### src/rtl/pom_pkg.sv
package pom_pkg;
    typedef enum logic [1:0] {
        OWN_SW = 2'd0,
        OWN_A  = 2'd1,
        OWN_B  = 2'd2,
        OWN_C  = 2'd3
    } owner_e;

    localparam int unsigned OWNER_W = 2;
endpackage

### src/rtl/pom_sync.sv
module pom_sync #(
    parameter int unsigned WIDTH  = 6,
    parameter int unsigned STAGES = 2
) (
    input  logic             clk,
    input  logic             rst_n,
    input  logic [WIDTH-1:0] d,
    output logic [WIDTH-1:0] q
);
    logic [WIDTH-1:0] stage_q [STAGES];

    for (genvar g = 0; g < STAGES; g++) begin : g_stage
        if (g == 0) begin : g_first
            always_ff @(posedge clk or negedge rst_n) begin
                if (!rst_n) stage_q[g] <= '0;
                else        stage_q[g] <= d;
            end
        end else begin : g_next
            always_ff @(posedge clk or negedge rst_n) begin
                if (!rst_n) stage_q[g] <= '0;
                else        stage_q[g] <= stage_q[g-1];
            end
        end
    end

    assign q = stage_q[STAGES-1];
endmodule

### src/rtl/pom_owner_fsm.sv
module pom_owner_fsm
    import pom_pkg::*;
#(
    parameter int unsigned CTL_W = 12
) (
    input  logic                     clk,
    input  logic                     rst_n,
    input  logic                     wr,
    input  logic [CTL_W+OWNER_W-1:0] wdata,
    output owner_e                   owner,
    output logic [CTL_W-1:0]         sw_ctl
);
    localparam int unsigned SEL_LO = CTL_W;
    localparam int unsigned SEL_HI = CTL_W + OWNER_W - 1;

    owner_e           state_q, state_d;
    logic [CTL_W-1:0] sw_q;

    // next-state logic: a write moves to the encoded owner, otherwise hold
    always_comb begin
        state_d = state_q;
        if (wr) begin
            unique case (wdata[SEL_HI:SEL_LO])
                2'd0: state_d = OWN_SW;
                2'd1: state_d = OWN_A;
                2'd2: state_d = OWN_B;
                2'd3: state_d = OWN_C;
                default: state_d = OWN_SW;
            endcase
        end
    end

    always_ff @(posedge clk or negedge rst_n) begin
        if (!rst_n) state_q <= OWN_SW;
        else        state_q <= state_d;
    end

    always_ff @(posedge clk or negedge rst_n) begin
        if (!rst_n)  sw_q <= '0;
        else if (wr) sw_q <= wdata[CTL_W-1:0];
    end

    assign owner  = state_q;
    assign sw_ctl = sw_q;

    // the owner field of a write becomes the owner one edge later
    a_r5_owner_update: assert property (@(posedge clk) disable iff (!rst_n)
        wr |=> (2'(owner) == $past(wdata[SEL_HI:SEL_LO])));

    // without a write, the owner holds
    a_r5_owner_hold: assert property (@(posedge clk) disable iff (!rst_n)
        !wr |=> $stable(owner));
endmodule

### src/rtl/pom_drive.sv
module pom_drive
    import pom_pkg::*;
#(
    parameter int unsigned NPINS = 6
) (
    input  logic               clk,
    input  logic               rst_n,
    input  owner_e             owner,
    input  logic [2*NPINS-1:0] sw_ctl,
    input  logic [2*NPINS-1:0] cha_ctl,
    input  logic [2*NPINS-1:0] chb_ctl,
    input  logic [2*NPINS-1:0] chc_ctl,
    output logic [NPINS-1:0]   pad_out,
    output logic [NPINS-1:0]   pad_oe
);
    localparam int unsigned CTL_W = 2 * NPINS;

    logic [CTL_W-1:0] src_ctl;
    logic [NPINS-1:0] out_q, oe_q;
    logic [NPINS-1:0] a_dat, a_en, sw_dat, sw_en;

    // output-side select driven by the owner state
    always_comb begin
        unique case (owner)
            OWN_SW:  src_ctl = sw_ctl;
            OWN_A:   src_ctl = cha_ctl;
            OWN_B:   src_ctl = chb_ctl;
            OWN_C:   src_ctl = chc_ctl;
            default: src_ctl = sw_ctl;
        endcase
    end

    for (genvar n = 0; n < NPINS; n++) begin : g_pin
        always_ff @(posedge clk or negedge rst_n) begin
            if (!rst_n) begin
                out_q[n] <= 1'b0;
                oe_q[n]  <= 1'b0;
            end else begin
                out_q[n] <= src_ctl[2*n];
                oe_q[n]  <= src_ctl[2*n+1];
            end
        end
        assign sw_dat[n] = sw_ctl[2*n];
        assign sw_en[n]  = sw_ctl[2*n+1];
        assign a_dat[n]  = cha_ctl[2*n];
        assign a_en[n]   = cha_ctl[2*n+1];
    end

    assign pad_out = out_q;
    assign pad_oe  = oe_q;

    // software owner -> pads take the stored software bits on the next edge
    a_r3_sw_drive: assert property (@(posedge clk) disable iff (!rst_n)
        (owner == OWN_SW) |=> (pad_out == $past(sw_dat) && pad_oe == $past(sw_en)));

    // channel A owner -> pads take channel A bits on the next edge
    a_r4_cha_drive: assert property (@(posedge clk) disable iff (!rst_n)
        (owner == OWN_A) |=> (pad_out == $past(a_dat) && pad_oe == $past(a_en)));
endmodule

### src/rtl/pin_owner_mux.sv
module pin_owner_mux
    import pom_pkg::*;
#(
    parameter int unsigned NUM_PINS    = 6,
    parameter int unsigned SYNC_STAGES = 2
) (
    input  logic                      clk,
    input  logic                      rst_n,
    input  logic                      cfg_wr,
    input  logic [2*NUM_PINS+1:0]     cfg_wdata,
    input  logic [2*NUM_PINS-1:0]     cha_ctl,
    input  logic [2*NUM_PINS-1:0]     chb_ctl,
    input  logic [2*NUM_PINS-1:0]     chc_ctl,
    input  logic [NUM_PINS-1:0]       pad_in,
    output logic [NUM_PINS-1:0]       pad_out,
    output logic [NUM_PINS-1:0]       pad_oe,
    output logic [NUM_PINS-1:0]       pin_level,
    output logic [NUM_PINS-1:0]       chan_pin_in
);
    localparam int unsigned CTL_W = 2 * NUM_PINS;

    owner_e           owner;
    logic [CTL_W-1:0] sw_ctl;
    logic [NUM_PINS-1:0] level_sync;

    pom_owner_fsm #(.CTL_W(CTL_W)) u_fsm (
        .clk    (clk),
        .rst_n  (rst_n),
        .wr     (cfg_wr),
        .wdata  (cfg_wdata),
        .owner  (owner),
        .sw_ctl (sw_ctl)
    );

    pom_drive #(.NPINS(NUM_PINS)) u_drive (
        .clk     (clk),
        .rst_n   (rst_n),
        .owner   (owner),
        .sw_ctl  (sw_ctl),
        .cha_ctl (cha_ctl),
        .chb_ctl (chb_ctl),
        .chc_ctl (chc_ctl),
        .pad_out (pad_out),
        .pad_oe  (pad_oe)
    );

    pom_sync #(.WIDTH(NUM_PINS), .STAGES(SYNC_STAGES)) u_sync (
        .clk   (clk),
        .rst_n (rst_n),
        .d     (pad_in),
        .q     (level_sync)
    );

    assign pin_level   = level_sync;
    assign chan_pin_in = level_sync;

    // while reset is held, no pad is driven
    always @(posedge clk) begin
        if (!rst_n) begin
            a_r2_reset_float: assert (pad_oe == '0 && pad_out == '0);
        end
    end

    if (SYNC_STAGES == 2) begin : g_lvl_chk
        // readback is the pad level from two edges earlier
        a_r7_level_delay: assert property (@(posedge clk) disable iff (!rst_n)
            $past(rst_n, 2) |-> (pin_level == $past(pad_in, 2)));
    end
endmodule

### config.mk
export PLATFORM = sky130hd
export DESIGN_NAME = pin_owner_mux
export DESIGN_NICKNAME = d
export VERILOG_FILES = /design/src/rtl/pom_pkg.sv /design/src/rtl/pom_sync.sv /design/src/rtl/pom_owner_fsm.sv /design/src/rtl/pom_drive.sv /design/src/rtl/pin_owner_mux.sv
export SDC_FILE = /design/constraint.sdc
export NUM_CORES = 1
export LEC_CHECK = 0
export BUFFER_PORTS_ARGS = -buffer_cell sky130_fd_sc_hd__buf_4
export CAP_MARGIN = 20
export CORE_MARGIN = 2
export CORE_UTILIZATION = 43
export CTS_CLUSTER_SIZE = 12
export DETAILED_ROUTE_END_ITERATION = 8
export GPL_TIMING_DRIVEN = 0
export PLACE_DENSITY = 0.85
export SLEW_MARGIN = 15
export SYNTH_ARGS = -nofsm -noshare
export SYNTH_HDL_FRONTEND = slang
export SYNTH_HIERARCHICAL = 1
export SYNTH_SLANG_ARGS = --single-unit
### constraint.sdc
create_clock -name clk -period 1.4 [get_ports clk]
set_clock_uncertainty 0.1 [all_clocks]
set_input_delay 0.07 -clock clk [delete_from_list [all_inputs] [get_ports clk]]
set_output_delay 0.07 -clock clk [all_outputs]
set_load 0.05 [all_outputs]
== After elaboration in Yosys (flattened, before gate mapping) ==
Cells that the tools add are included.

* Bits in registers: 38
* Input bits: 59
* Output and inout bits: 24
* Logic and storage cells: 26

* Equal/unequal tests: 6
* Muxes and demuxes: 2
* Reductions and logical operators: 2

{| class="wikitable"
|+ Operators with widths
! operator !! count
|-
| 12-bit one-hot mux with 4 select lines || 1
|-
| 2-bit == test (second input constant) || 4
|-
| 2-bit one-hot mux with 4 select lines || 1
|-
| 2-bit by 1-bit == test with 1-bit output (second input constant) || 2
|-
| 2-bit logical NOT || 2
|}

== Longest topological paths before layout ==
Gate-level depths: netlist of the first run.

* Depth after elaboration: 2
* Depth in mapped cells: 2
* Mapped depth without buffers: 1

== By module ==
The synthesis of the first run kept the hierarchy.

{| class="wikitable"
|+ By module, submodules not included
! module !! times used !! cells an instance !! area an instance (sq um) !! sequential area each (sq um)
|-
| pom_drive || 1 || 26 || 594.3 || 300.3
|-
| pom_owner_fsm || 1 || 29 || 519.2 || 350.3
|-
| pom_sync || 1 || 18 || 345.3 || 300.3
|-
| pin_owner_mux || 1 || 6 || 45.0 || 0.0
|}

== Worst setup path after synthesis of the first run ==
No wires, ideal clock.

* Path type: register -> register
* Start point: register u_fsm.state_q[0] (netlist: u_fsm/owner[0])
* End point: register u_drive.oe_q[0] (netlist: u_drive/pad_oe[0])
* Setup time: 0.139 ns
* Arrival: 1.060 ns
* Data required time: 1.161 ns
* Setup slack: 0.101 ns
* Stages on the path, launching flop included: 3
* Buffers on the path: 1
* Period minus slack after synthesis: 1.299 ns
* Cell sequence: dfrtp_1 -> buf_6 -> mux4_2

* Word-level cells in the longest chain between the ends: 2
* Elaborated cells between the ends (all ways): 5
* Those cells by class: eq/ne: 3; mux: 1; reduce/logical: 1

{| class="wikitable"
|+ RTL lines
! item !! line !! source
|-
| from (decl) || pom_owner_fsm.sv:16 || <nowiki>owner_e state_q, state_d;</nowiki>
|-
| from (signal assigned) || pom_owner_fsm.sv:35 || <nowiki>else state_q <= state_d;</nowiki>
|-
| 2-bit == test, or another cell as far along || pom_drive.sv:24 || <nowiki>unique case (owner)</nowiki>
|-
| 12-bit one-hot mux with 4 select lines * || pom_drive.sv:24 ||
|-
| via u_drive.src_ctl[1] || pom_drive.sv:18 || <nowiki>logic [CTL_W-1:0] src_ctl;</nowiki>
|-
| to (signal, indexed assignment) || pom_drive.sv:40 || <nowiki>oe_q[n] <= src_ctl[2*n+1];</nowiki>
|-
| to (decl) || pom_drive.sv:19 || <nowiki>logic [NPINS-1:0] out_q, oe_q;</nowiki>
|}

The timed path passes the listed nets; every way through them passes the cells marked *.
A chain may end at the register's enable or synchronous reset.

== Worst setup path in the final report of the first run ==
* Start point: register u_fsm.state_q[0] (netlist: u_fsm/owner[0])
* End point: register u_drive.oe_q[5] (netlist: u_drive/pad_oe[5])

The elaborated chain is that of the path after synthesis.

==> results of run 1 <==
## Yosys cell counts
cell,count
buf_4,12
buf_6,2
dfrtp_1,38
mux4_1,2
buf_2,1
mux4_2,10
mux2_2,14
## layer usage
| layer | GRT usage, % | wire length (µm) | up-vias |
|---|---|---|---|
| li1 | - | - | 575 |
| met1 | 22.5 | 1480 | 636 |
| met2 | 49.6 | 2830 | 61 |
| met3 | 5.18 | 215 | 13 |
| met4 | 14.7 | 153 | 0 |
| met5 | 0 | 0 | - |
## power groups by stage
stage                     registers, mW  logic, mW  clock network, mW
final                              1.26      0.918              0.724
after global routing               1.27      0.956              0.779
after CTS                          1.25      0.906              0.732
after detailed placement           1.28      0.766                  0
after global placement             1.27      0.749                  0
after floorplan                    1.47      0.267                  0
## stage by stage
step | cells | power [mW]
finish | 276 | 2.90
global placement | 207 | 2.02
detailed placement | 207 | 2.04
CTS | 274 | 2.89
global route | 276 | 3.00
floorplan | 79 | 1.74
## final cells by class
| class | instances | area (µm²) | area share (%) |
|---|---|---|---|
| tap | 46 | 57.6 | 2.02 |
| buffer | 15 | 118 | 4.13 |
| sequential | 38 | 951 | 33.4 |
| antenna | 2 | 5.00 | 0.176 |
| timing repair buffer | 141 | 1200 | 42.3 |
| clock inverter | 3 | 40.0 | 1.41 |
| multi-input combinational | 26 | 435 | 15.3 |
| clock buffer | 5 | 37.5 | 1.32 |
## worst max-delay path by stage
stage / end / cells past startpoint / startpoint / slack, ns
CTS: pin_level[0] / 3 / u_sync/q[0]$_DFF_PN0_ / 0.07
global route: u_drive/pad_oe[2]$_DFF_PN0_ / 2 / u_fsm/owner[0]$_DFFE_PN0P_ / -0.02
finish: u_drive/pad_oe[5]$_DFF_PN0_ / 2 / u_fsm/owner[0]$_DFFE_PN0P_ / 0.03
detailed placement: u_drive/pad_out[2]$_DFF_PN0_ / 2 / u_fsm/owner[0]$_DFFE_PN0P_ / 0.005
global placement: u_drive/pad_oe[2]$_DFF_PN0_ / 2 / u_fsm/owner[0]$_DFFE_PN0P_ / 0.03
floorplan: u_drive/pad_oe[0]$_DFF_PN0_ / 2 / u_fsm/owner[0]$_DFFE_PN0P_ / 0.10
## state kept, by name (all words and copies together), names as in the netlist
name             cells
u_fsm/owner          2
u_drive/pad_out      6
u_drive/pad_oe       6
u_fsm/sw_ctl        12
u_sync/q             6
u_sync/stage_q       6
## what timing repair did
item | 4_1_cts | 5_1_grt
buffers inserted | 1 | 0
hold buffers | 58 | 0
gates resized for setup | 0 | 0
hold endpoints to repair | 70 | 0
endpoints found under the setup margin | 4 | 0
## placed cells by master (no fill, tap or decap), drive strengths merged
| cell type | instances |
|---|---|
| buf | 98 |
| bufinv | 1 |
| clkbuf | 5 |
| clkinv | 2 |
| dfrtp | 38 |
| diode | 2 |
| dlygate4sd3 | 58 |
| mux2 | 14 |
| mux4 | 12 |
## kinds of logic (layout without fill, tap and decap cells)
group,Yosys count,count (layout),share of synthesized area (%)
flops,38,38,63.2
mux,26,26,29.0
buf+inv,15,164,7.82
other cells,0,2,0
==> results.py, run 1 <==
metrics = {
    "outcome": {
        "outcome": "finished, final reports clean",
    },
    "worst_setup_path": {
        "setup.worst_path.class": "flip-flop to flip-flop",
        "start_kind": "flip-flop",
        "worst_path_dominant_cell_family": "multiplexers",
        "critical_path.reg2reg.endpoint": "u_drive/pad_oe[5]$_DFF_PN0_",
        "crit-reg2reg-launch": "u_fsm/owner[0]$_DFFE_PN0P_",
        "worstPathArrival_ns": 1.49,
        "timing.critical_path.fanout_max": 10,
        "cell_chain_of_the_critical_path": "buf_6 -> mux4_2",
        "critical_path.slowest_cell": "mux4_2",
        "reg2regPathDepth": 2,
        "cp_num_buf_inv": 1,
        "worst_path_largest_cell_delay_ns": 0.54,
        "timing.reg2reg.setup_slack_ns": 0.03,
        "data_required_time_of_the_critical_path_ns": 1.52,
        "worstSetupEndpointType": "flip-flop",
    },
    "pwr": {
        "power.leakage_nw": 1.34,
        "p_per_area_nw_per_um2": 1020,
        "clock_power_share_pct": 25.0,
        "comb_power_share_pct": 31.7,
        "power_frac_seq_pct": 43.4,
        "internal-power_mw": 2.04,
        "power.net_switching_uw": 860,
        "maximum_vdd_drop_v": 0.000647,
        "switching_share_pct": 29.7,
    },
    "floorplanning": {
        "die_area_um2": 3990,
        "die-width_um": 63.1,
        "start_util_pct": 45.1,
        "floorplan.rows": 21,
        "fp.coreArea_um2": 3340,
        "top_level_ports": 83,
        "height_of_the_die_um": 63.1,
    },
    "routing": {
        "number_of_design_rule_violations_left_by_the_first_detailed_router_iteration": 35,
        "detail_route.first_pass.iterations": 4,
        "wl_mm": 4.68,
        "post-route-drc-count": 0,
        "routed_wire_length_per_instance_um": 16.9,
        "viasPerCell": 4.66,
        "drt.antenna.violating_nets": 0,
        "vias": 1285,
    },
    "final_layout": {
        "final_layout_size_suffix_gt1_share_pct": 57.0,
        "area_delta_synth_final_pct": 89.4,
        "final_util_pct": 85.3,
        "nNetsFinal": 286,
        "layout.cell_area.non_filler_um2": 2850,
        "fill_cells": 169,
    },
    "sta": {
        "final-hold-violation-count": 0,
        "timing.final.setup_violations": 0,
        "fin_tns_setup_ns": 0,
        "max_freq_ghz": 0.729,
        "min_period_ns": 1.37,
        "tightest_slew_ns": 0.459,
        "finalHoldWorstSlack_ns": 0.121,
        "final-max-slew-violation-count": 0,
        "timing.slew.headroom_pct": 69.4,
        "post-route-period-util_pct": 98.0,
        "fin_ws_ns": 0.0278,
    },
    "placed_design": {
        "post-place-ws_ns": 0.00519,
        "place_area_um2": 2180,
        "weighted_congestion_reported_at_the_end_of_routability_driven_placement": 0.680,
        "port-buffer-count": 82,
    },
    "logic_synthesis": {
        "netlist_area_um2": 1500,
        "synthCells": 79,
        "ys_seq_elements": 38,
        "ys_top_cells_by_area": "dfrtp_1 63%, mux4_2 15%, mux2_2 10%",
        "syn_avg_cell_area_um2": 19.0,
        "synth_top_area_cell": "dfrtp_1",
        "synthDominantCellAreaShare_pct": 63.2,
        "yosys_warnings": 6,
        "post_synth_num_cell_types": 7,
        "ys_seq_area_share_pct": 63.2,
        "synthesis.nets": 138,
    },
    "global_route": {
        "via_count_of_the_first_global_routing_pass": 1450,
        "grt_max_degree": 39,
        "grt_overflow_total": 0,
        "grt_util_all_layers_pct": 24.9,
        "wire_length_of_the_first_global_routing_pass_mm": 7.10,
        "antenna_violations_before_repair": 2,
    },
    "min_path": {
        "worstHoldPathType": "primary input to asynchronous set/reset pin",
    },
    "clock_tree": {
        "cts.sink_count": 38,
        "tritoncts": "yes",
        "clk_path_buf_depth": 2,
        "worstSkewPairLatency_ns": 0.34,
        "root_buffer": "clkbuf_4",
        "h_tree_depth": 2,
        "numCtsBuffers": 5,
        "clk_pin_slew_worst_paths_ns": 0.11,
    },
    "job": {
        "timing.max_cap.violations": 0,
    },
}
Note: power is estimated with default switching activity, not from simulation.
==> run 2, diff against run 1 <==
- PLACE_DENSITY: 0.85 -> 0.8
- SKIP_CTS_REPAIR_TIMING: unset -> 1
==> run 2 against run 1 <==
Net effect:
- the flow now finishes with violations (negative setup slack)
- cell count is 0.72% lower
- sequential power is essentially flat
- die area stayed put
- via count is 3.0% higher
- count of clock-buffer cells in the layout unchanged
- register-to-register slack worse by 0.03 ns
- largest power group unchanged
- highest routed layer unchanged
==> results.py, run 2 (synthesis results as in run 1) <==
metrics = {
    "job": {
        "timing.max_cap.violations": 0,
    },
    "routing": {
        "number_of_design_rule_violations_left_by_the_first_detailed_router_iteration": 35,
        "routed_wire_length_per_instance_um": 17.2,
        "viasPerCell": 4.83,
        "post-route-drc-count": 0,
        "wl_mm": 4.72,
        "drt.antenna.violating_nets": 0,
        "vias": 1323,
        "detail_route.first_pass.iterations": 4,
    },
    "global_route": {
        "grt_overflow_total": 0,
        "antenna_violations_before_repair": 0,
        "grt_max_degree": 39,
        "wire_length_of_the_first_global_routing_pass_mm": 4.91,
        "grt_util_all_layers_pct": 16.6,
        "via_count_of_the_first_global_routing_pass": 1077,
    },
    "worst_setup_path": {
        "cp_num_buf_inv": 1,
        "worst_path_largest_cell_delay_ns": 0.56,
        "data_required_time_of_the_critical_path_ns": 1.51,
        "setup.worst_path.class": "flip-flop to flip-flop",
        "timing.critical_path.fanout_max": 10,
        "cell_chain_of_the_critical_path": "buf_6 -> mux4_2",
        "worstSetupEndpointType": "flip-flop",
        "worstPathArrival_ns": 1.52,
        "start_kind": "flip-flop",
        "critical_path.slowest_cell": "mux4_2",
        "worst_path_dominant_cell_family": "multiplexers",
    },
    "floorplanning": {
        "top_level_ports": 83,
        "height_of_the_die_um": 63.1,
        "fp.coreArea_um2": 3340,
        "die_area_um2": 3990,
        "start_util_pct": 45.1,
        "die-width_um": 63.1,
        "floorplan.rows": 21,
    },
    "sta": {
        "fin_ws_ns": -0.00506,
        "final-max-slew-violation-count": 0,
        "min_period_ns": 1.41,
        "finalHoldWorstSlack_ns": 0.109,
        "post-route-period-util_pct": 100,
        "max_freq_ghz": 0.712,
        "tightest_slew_ns": 0.461,
        "timing.final.setup_violations": 1,
        "timing.slew.headroom_pct": 69.3,
        "final-hold-violation-count": 0,
    },
    "min_path": {
        "worstHoldPathType": "primary input to asynchronous set/reset pin",
    },
    "clock_tree": {
        "h_tree_depth": 2,
        "tritoncts": "yes",
        "cts.sink_count": 38,
        "clk_path_buf_depth": 2,
        "numCtsBuffers": 5,
        "clk_pin_slew_worst_paths_ns": 0.12,
        "worstSkewPairLatency_ns": 0.33,
        "root_buffer": "clkbuf_4",
    },
    "final_layout": {
        "mostFrequentLayoutCell": "buf_4",
        "antennaDiodeCount": 0,
        "layout.cell_area.non_filler_um2": 2840,
        "final_layout_size_suffix_gt1_share_pct": 57.0,
        "commonest_non_fill_non_tap_cells_in_the_layout": "95 x buf_4, 58 x dlygate4sd3_1, 38 x dfrtp_1, 14 x mux2_2, 10 x mux4_2",
        "max_reg_flops": 12,
        "final_util_pct": 85.2,
        "nNetsFinal": 286,
        "area_delta_synth_final_pct": 89.0,
    },
    "placed_design": {
        "port-buffer-count": 82,
        "post-place-ws_ns": -0.000756,
        "detailed_place_hpwl_mm": 2.45,
        "weighted_congestion_reported_at_the_end_of_routability_driven_placement": 0.780,
        "place_area_um2": 2180,
    },
    "outcome": {
        "violations_in_the_final_reports": "negative setup slack",
        "outcome": "finished with violations",
    },
    "pwr": {
        "power.leakage_nw": 1.34,
        "maximum_vdd_drop_v": 0.000603,
        "p_per_area_nw_per_um2": 1030,
    },
}
[run 2: cell types whose count changed in the layout (fill, tap and decap cells not counted)]
| cell | previous run | this run |
|---|---|---|
| diode_2 | 2 | 0 |
[run 2: power by group]
group,leakage (nW),switching [mW],total (mW),internal (mW)
Clock,0.0450,0.358,0.728,0.370
Combinational,0.854,0.469,0.929,0.460
Sequential,0.444,0.0507,1.26,1.21
Total,1.34,0.877,2.92,2.04
[run 2: metal layers]
layer  track usage (%)  up-vias  share of wire [%]
met1              17.1      653                 32
met3              4.82       20                6.8
met5                 0        -                  0
met4              6.67        0                4.2
met2              31.3       78                 57
li1                  -      572                  -
[run 2: final cells by class]
type / count / area (µm²)
timing repair buffer: 141 / 1200
sequential: 38 / 951
fill: 155 / 494
multi-input combinational: 26 / 435
buffer: 15 / 118
tap: 46 / 57.6
clock inverter: 3 / 40.0
clock buffer: 5 / 37.5
[run 2: final timing paths]
| kind | slack, ns | cells past startpoint | to | startpoint |
|---|---|---|---|---|
| max | -0.005 | 2 | u_drive/pad_out[2]$_DFF_PN0_ | u_fsm/owner[0]$_DFFE_PN0P_ |
| min | 0.11 | 2 | u_drive/pad_out[0]$_DFF_PN0_ | rst_n |
| max reg2reg | -0.005 | 2 | u_drive/pad_out[2]$_DFF_PN0_ | u_fsm/owner[0]$_DFFE_PN0P_ |
| min reg2reg | 0.25 | 0 | u_sync/q[0]$_DFF_PN0_ | u_sync/stage_q[6]$_DFF_PN0_ |
| max in group asynchronous | 0.76 | 2 | u_sync/stage_q[9]$_DFF_PN0_ | rst_n |
| min in group clk | 0.25 | 0 | u_sync/q[0]$_DFF_PN0_ | u_sync/stage_q[6]$_DFF_PN0_ |
[run 2: per-stage QoR]
| step | TNS (ns) | instances | power, mW |
|---|---|---|---|
| after detailed placement | -0.000756 | 207 | 2.05 |
| after global placement | 0 | 207 | 2.02 |
| after floorplan | 0 | 79 | 1.74 |
| after CTS | -0.0566 | 215 | 2.75 |
| final | -0.00506 | 274 | 2.92 |
| after global routing | -0.208 | 274 | 3.03 |
